$ cat src/rtl/timer_pkg.sv
package timer_pkg;
  typedef enum logic {
    MODE_SPLIT   = 1'b0,
    MODE_CASCADE = 1'b1
  } tmr_mode_e;
endpackage

$ cat src/rtl/tick_gen.sv
module tick_gen #(
  parameter int unsigned DIV = 500
) (
  input  logic clk_i,
  input  logic rst_ni,
  output logic tick_o
);
  localparam int unsigned CW = (DIV > 2) ? $clog2(DIV) : 1;
  localparam logic [CW-1:0] LAST = CW'(DIV - 1);

  logic [CW-1:0] cnt_q;

  assign tick_o = (cnt_q == LAST);

  always_ff @(posedge clk_i or negedge rst_ni) begin
    if (!rst_ni)     cnt_q <= '0;
    else if (tick_o) cnt_q <= '0;
    else             cnt_q <= cnt_q + CW'(1);
  end
endmodule

$ cat src/rtl/tmr_channel.sv
module tmr_channel #(
  parameter int unsigned W = 16
) (
  input  logic         clk_i,
  input  logic         rst_ni,
  input  logic         tick_i,
  input  logic         en_i,
  input  logic [W-1:0] reload_i,
  output logic [W-1:0] cnt_o,
  output logic         expire_o
);
  localparam logic [W-1:0] ONE = W'(1);

  logic [W-1:0] cnt_q;
  logic         en_q;
  logic         start;
  logic         hit;

  assign start = en_i & ~en_q;
  assign hit   = en_i & ~start & tick_i & (cnt_q == ONE);

  always_ff @(posedge clk_i or negedge rst_ni) begin
    if (!rst_ni) begin
      cnt_q    <= '0;
      en_q     <= 1'b0;
      expire_o <= 1'b0;
    end else begin
      en_q     <= en_i;
      expire_o <= hit;
      if (!en_i)                          cnt_q <= '0;
      else if (start || hit)              cnt_q <= reload_i;
      else if (tick_i && cnt_q != '0)     cnt_q <= cnt_q - ONE;
    end
  end

  assign cnt_o = cnt_q;
endmodule

$ cat src/rtl/mode_ctl.sv
module mode_ctl
  import timer_pkg::*;
(
  input  logic      clk_i,
  input  logic      rst_ni,
  input  logic      req_i,
  input  logic      idle_i,
  output tmr_mode_e mode_o
);
  always_ff @(posedge clk_i or negedge rst_ni) begin
    if (!rst_ni)     mode_o <= MODE_SPLIT;
    else if (idle_i) mode_o <= req_i ? MODE_CASCADE : MODE_SPLIT;
  end
endmodule

$ cat src/rtl/dual_down_timer.sv
module dual_down_timer
  import timer_pkg::*;
#(
  parameter int unsigned TICK_DIV = 500,
  parameter int unsigned HALF_W   = 16
) (
  input  logic                  clk_i,
  input  logic                  rst_ni,
  input  logic                  mode32_i,
  input  logic                  en1_i,
  input  logic                  en2_i,
  input  logic [HALF_W-1:0]     reload1_i,
  input  logic [HALF_W-1:0]     reload2_i,
  output logic [2*HALF_W-1:0]   status_o,
  output logic                  expire1_o,
  output logic                  expire2_o,
  output logic                  mode32_o
);
  localparam int unsigned FULL_W = 2 * HALF_W;

  logic              tick;
  tmr_mode_e         mode;
  logic              cascade;
  logic [FULL_W-1:0] rel1;
  logic [FULL_W-1:0] cnt1;
  logic [HALF_W-1:0] cnt2;
  logic              en2_eff;

  tick_gen #(.DIV(TICK_DIV)) u_tick (
    .clk_i (clk_i),
    .rst_ni(rst_ni),
    .tick_o(tick)
  );

  assign cascade = (mode == MODE_CASCADE);
  assign rel1    = cascade ? {reload1_i, reload2_i} : {{HALF_W{1'b0}}, reload1_i};
  assign en2_eff = en2_i & ~cascade;

  // timer 1 is full width so it serves both modes
  tmr_channel #(.W(FULL_W)) u_t1 (
    .clk_i   (clk_i),
    .rst_ni  (rst_ni),
    .tick_i  (tick),
    .en_i    (en1_i),
    .reload_i(rel1),
    .cnt_o   (cnt1),
    .expire_o(expire1_o)
  );

  tmr_channel #(.W(HALF_W)) u_t2 (
    .clk_i   (clk_i),
    .rst_ni  (rst_ni),
    .tick_i  (tick),
    .en_i    (en2_eff),
    .reload_i(reload2_i),
    .cnt_o   (cnt2),
    .expire_o(expire2_o)
  );

  mode_ctl u_mode (
    .clk_i (clk_i),
    .rst_ni(rst_ni),
    .req_i (mode32_i),
    .idle_i((cnt1 == '0) && (cnt2 == '0)),
    .mode_o(mode)
  );

  assign status_o = cascade ? cnt1 : {cnt1[HALF_W-1:0], cnt2};
  assign mode32_o = cascade;
endmodule

$ cat config.mk
export PLATFORM = sky130hd
export DESIGN_NAME = dual_down_timer
export DESIGN_NICKNAME = d
export VERILOG_FILES = /design/src/rtl/timer_pkg.sv /design/src/rtl/tick_gen.sv /design/src/rtl/tmr_channel.sv /design/src/rtl/mode_ctl.sv /design/src/rtl/dual_down_timer.sv
export SDC_FILE = /design/constraint.sdc
export NUM_CORES = 1
export LEC_CHECK = 0
export BUFFER_PORTS_ARGS = -buffer_cell sky130_fd_sc_hd__clkbuf_2
export CAP_MARGIN = 20
export CORE_ASPECT_RATIO = 0.9
export CORE_UTILIZATION = 47
export CTS_BUF_LIST = sky130_fd_sc_hd__clkbuf_2 sky130_fd_sc_hd__clkbuf_4 sky130_fd_sc_hd__clkbuf_8
export DETAILED_ROUTE_END_ITERATION = 10
export GPL_TIMING_DRIVEN = 1
export PLACE_DENSITY = 0.68
export SLEW_MARGIN = 10
export SYNTH_ARGS = -nofsm -noshare
export SYNTH_HDL_FRONTEND = slang
export SYNTH_SLANG_ARGS = --single-unit
export TNS_END_PERCENT = 100
$ cat constraint.sdc
create_clock -name clk_i -period 2.8 [get_ports clk_i]
set_input_delay 0.42 -clock clk_i [delete_from_list [all_inputs] [get_ports clk_i]]
set_output_delay 0.42 -clock clk_i [all_outputs]
set_load 0.02 [all_outputs]
Word-level counts from Yosys, hierarchy flattened:

Index checks and enable logic that the tools add are counted.

* register bits after elaboration: 62
* bits of input ports: 37
* output and inout bits: 35

* muxes and demuxes: 10
* equality and inequality tests: 5
* bitwise logic cells: 14
* reductions and logical operators: 9
* add/subtract/negate cells: 3

Operators with widths (count)
* 2-to-1 mux 32 bit: 5
* 2-to-1 mux 16 bit: 3
* == test 32 x 1 -> 1 bit, second input constant: 1
* logical NOT 32 bit: 1
* nonzero test 32 bit: 1
* subtractor 32 x 1 -> 32 bit, second input constant: 1
* == test 16 x 1 -> 1 bit, second input constant: 1
* logical NOT 16 bit: 1
* nonzero test 16 bit: 1
* subtractor 16 x 1 -> 16 bit, second input constant: 1
* adder 9 x 1 -> 9 bit, second input constant: 1
* bitwise AND 1 bit: 9
* == test 9 bit, second input constant: 1
* 2-to-1 mux 9 bit: 1
* inverter 1 bit: 5
* logical AND 1 bit: 3
* != test 3 x 1 -> 1 bit, second input constant: 1
* != test 3 bit, second input constant: 1
* logical OR 1 bit: 2
* 2-to-1 mux 1 bit: 1

Depth between registers and ports, before layout:

* depth in word-level cells: 10
* mapped depth: 9
* depth with buffers taken out: 8

By module:

A second synthesis with hierarchy kept.

* cells, all modules: 654
* area total of the unflattened synthesis: 5509.0 um2

Modules (own cells, without submodules)
* tmr_channel at u_t1: times used 1, seq. area each 850.8 um2, cells an instance 380, area each 2831.5 um2
* tmr_channel at u_t2: times used 1, seq. area each 450.4 um2, cells an instance 135, area each 1223.7 um2
* dual_down_timer: times used 1, seq. area each 0.0 um2, cells an instance 88, area each 940.9 um2
* tick_gen: times used 1, seq. area each 225.2 um2, cells an instance 49, area each 473.0 um2
* mode_ctl: times used 1, seq. area each 25.0 um2, cells an instance 2, area each 40.0 um2

Worst setup path before layout:

OpenSTA, ideal clock, no wires.

* path type: flip-flop to flip-flop
* from: register u_t2.cnt_q[11] (netlist: u_t2.cnt_o[11])
* to: register u_t2.cnt_q[11] (netlist: u_t2.cnt_o[11])
* arrival: 2.309 ns
* period minus slack after synthesis: 2.438 ns
* setup time: 0.129 ns
* stages on the path, launching flop included: 9
* setup slack: 0.362 ns
* path buffers: 2
* cell sequence: dfrtp_1 or4_4 or3_4 o41ai_2 and2_1 buf_4 or2b_4 buf_12 o22ai_2

* cells in the longest elaborated chain, start to end: 5
* elaborated cells on any way between the ends: 10

Ends and longest elaborated chain
* from (decl): line tmr_channel.sv:14 `logic [W-1:0] cnt_q;`
* from (signal assigned): line tmr_channel.sv:31 `else if (start || hit) cnt_q <= reload_i;`
* from (signal assigned): line tmr_channel.sv:32 `else if (tick_i && cnt_q != '0) cnt_q <= cnt_q - ONE;`
* parallel branches: the longest is 5 deep, another holds subtractor 16 x 1 -> 16 bit

Several ways; the timed one is not identified. The select of a mux whose other input is x is not followed.
A chain may end at the register's enable or synchronous reset.

Worst setup path after layout:

* from: register u_t2.cnt_q[11] (netlist: u_t2.cnt_o[11])
* to: register u_t2.cnt_q[14] (netlist: u_t2.cnt_o[14])

The elaborated chain is that of the path after synthesis.

==> flow_metrics.py <==
metrics = {
    "setup_path": {
        "cp.arrival_ns": 2.91,
        "max_stage_delay_ns": 0.58,
        "end_kind": "flop",
        "path_buf_inv": 0,
        "cp.required_ns": 3.03,
        "cp_top_family": "simple AND/OR/NAND/NOR gates",
        "cpMaxStageDelayCell": "or4_4",
        "crit_path_start_kind": "flop",
        "cp_max_fo": 14,
        "critPathKind": "flop to flop",
        "crit_path_cell_trace": "or4_4 > or3_4 > o31ai_4 > nand2_2 > a32oi_1 > o21ai_2",
    },
    "synth": {
        "ys_warn_count": 0,
        "yosysTopAreaCell": "dfrtp_1",
        "synth_ff_type": "dfrtp_1",
        "yosysSeqAreaShare": 0.345,
        "synth.area.top_cells": "dfrtp_1 34%, mux2_2 8.3%, o21ai_0 6.1%",
        "syn-num-nets": 554,
        "avgSynthCellArea_um2": 8.81,
        "synth.distinct_cells": 68,
        "syn_area_um2": 4500,
        "synth_edf_count": 0,
        "synth_top_area_share": 0.345,
        "ys_seq_elements": 62,
        "ys_async_sr_fraction": 1.00,
        "syn_inst": 511,
    },
    "global_routing": {
        "grt_util_all_layers": 0.310,
        "antenna_found_initial": 0,
        "grt_pass1_vias": 4317,
        "grt_pass1_wl_um": 23400,
        "grt-ovfl-total": 0,
        "grt_max_degree": 63,
    },
    "cells_and_area": {
        "nFillCells": 845,
        "final_common_cell": "clkbuf_2",
        "antenna_cells": 0,
        "final_cell_mix": "71 x clkbuf_2, 61 x dfrtp_1, 55 x o21ai_0, 51 x nor2_1, 49 x nand2_1",
        "final_util": 0.580,
        "drive_gt1_frac": 0.301,
        "synthToLayoutAreaGrowth_pct": 18.7,
        "nets": 647,
    },
    "routing": {
        "drt-total-wl_um": 14800,
        "ant_nets": 0,
        "drc": 0,
        "firstDrtPassIters": 5,
        "num_vias": 4661,
        "drtIter0Drc": 456,
        "via_per_inst": 6.39,
        "wl_per_cell_um": 20.3,
    },
    "cts": {
        "cts_buffers": 9,
        "clkTransAtPathRegs_ns": 0.07,
        "clock-root-buffer": "clkbuf_8",
        "post_cts_buffers": 0,
        "clk_latency_ns": 0.35,
        "htreeDepth": 3,
        "cts_tree": "done",
        "clockBufferDepth": 2,
        "numClockSinks": 62,
    },
    "sta": {
        "worst_slew_pin_slew_ns": 0.950,
        "hold_viol": 0,
        "setup_viol": 0,
        "min_period_ns": 2.68,
        "rsz0062_at_grt": "no",
        "skew_ns": 0.00501,
        "maxSlewHeadroom": 0.367,
        "fin_crit_sh": 0.958,
        "clock.fmax_mhz": 373,
        "slew_violations": 0,
        "fin_tns_setup_ns": 0,
    },
    "floorplan": {
        "coreArea_um2": 9210,
        "pin_count": 72,
        "fp.dieH_um": 94.9,
        "die_w_um": 105,
        "start_util": 0.489,
        "dieArea_um2": 9980,
        "rows": 33,
    },
    "power": {
        "p_leak_nw": 2.45,
        "p_per_area_nw_per_um2": 487,
        "peakVddDrop_uv": 328,
    },
    "place": {
        "hpwl_um": 11300,
        "io_buffers": 71,
        "gp_congestion": 0.959,
    },
    "min_path": {
        "hold_path_class": "input port to asynchronous set/reset pin",
    },
    "run_status": {
        "status": "finished clean",
    },
    "run": {
        "maxCapViolCount": 0,
    },
}
[path summary, 6_finish.rpt]
| kind | to | cells after the start | slack (ns) | from |
|---|---|---|---|---|
| min in group clk_i | u_t2.cnt_o[0]$_DFFE_PN0P_ | 3 | 0.31 | reload2_i[0] |
| min reg2reg | u_tick.cnt_q[0]$_DFF_PN0_ | 1 | 0.49 | u_tick.cnt_q[0]$_DFF_PN0_ |
| max | u_t2.cnt_o[14]$_DFFE_PN0P_ | 6 | 0.12 | u_t2.cnt_o[11]$_DFFE_PN0P_ |
| min | u_t1.cnt_o[13]$_DFFE_PN0P_ | 1 | 0.21 | rst_ni |
| max in group asynchronous | u_t1.cnt_o[24]$_DFFE_PN0P_ | 2 | 1.92 | rst_ni |
| max reg2reg | u_t2.cnt_o[14]$_DFFE_PN0P_ | 6 | 0.12 | u_t2.cnt_o[11]$_DFFE_PN0P_ |
[synthesized netlist by cell type, types with 6 or more instances]
cell type and instances:
mux2i_1 22, o21ai_2 9, nand2_1 49, a21oi_1 22
buf_2 6, nand3_1 18, o21ai_0 55, dfrtp_1 62
inv_1 10, clkbuf_1 15, mux2_2 33, a31oi_1 6
nor2_1 51, nor3_1 20, and3_1 6, o211ai_1 7
nand4_1 7, xnor2_1 9, ha_1 6, nor4_1 6
[sequential cells by signal, indices dropped and copies added (netlist names)]
register	flops
u_t1.en_q	1
u_t2.en_q	1
u_t1.cnt_o	32
u_mode.mode_o	1
u_t2.expire_o	1
u_tick.cnt_q	9
u_t2.cnt_o	16
u_t1.expire_o	1
[through the flow]
step | cells | instance area [um^2] | setup WS, ns | hold slack [ns] | power [W]
final | 729 | 5340 | 0.119 | 0.207 | 0.00260
after CTS | 729 | 5340 | 0.158 | 0.224 | 0.00259
after detailed placement | 715 | 5170 | 0.171 | 0.484 | 0.00190
after global routing | 729 | 5340 | 0.0249 | 0.283 | 0.00272
after floorplan | 511 | 4500 | 0.362 | 0.124 | 0.00160
after global placement | 715 | 5170 | 0.259 | 0.476 | 0.00188
[routing by layer]
metal,part of all wire,GRT usage,vias up
met5,0,0,-
met4,0.025,0.114,0
met3,0.094,0.0745,32
met2,0.43,0.462,261
met1,0.45,0.436,2262
li1,-,-,2106
[power breakdown]
group          switching, W  total (W)  internal (W)  leakage [nW]
registers         0.0000819    0.00103      0.000949         0.818
logic              0.000533   0.000873      0.000340          1.55
clock network      0.000345   0.000698      0.000353        0.0889
[area by class of cell]
type	instances	area [um^2]	area share
clock inverter	2	10.0	0.00187
sequential	62	1550	0.291
tap	122	153	0.0286
timing repair buffer	107	651	0.122
multi-input combinational	413	2780	0.521
clock buffer	12	153	0.0286
inverter	11	41.3	0.00773
[cell families (layout without fill, tap and decap cells)]
| family | Yosys count | in the layout | synth area share |
|---|---|---|---|
| AOI/OAI and AO/OA | 139 | 139 | 0.213 |
| buffers and inverters | 36 | 132 | 0.0386 |
| DFF | 62 | 62 | 0.345 |
| and+or+nand+nor | 200 | 200 | 0.230 |
| muxes | 55 | 55 | 0.131 |
| xor gates and xnor gates | 13 | 13 | 0.0253 |
| adders and majority gates | 6 | 6 | 0.0167 |
[repair_timing]
item                                    4_1_cts  5_1_grt
gates resized for setup                       0        1
endpoints found under the setup margin        0        1
hold buffers                                  0        0
(Power assumes the default switching activity.)
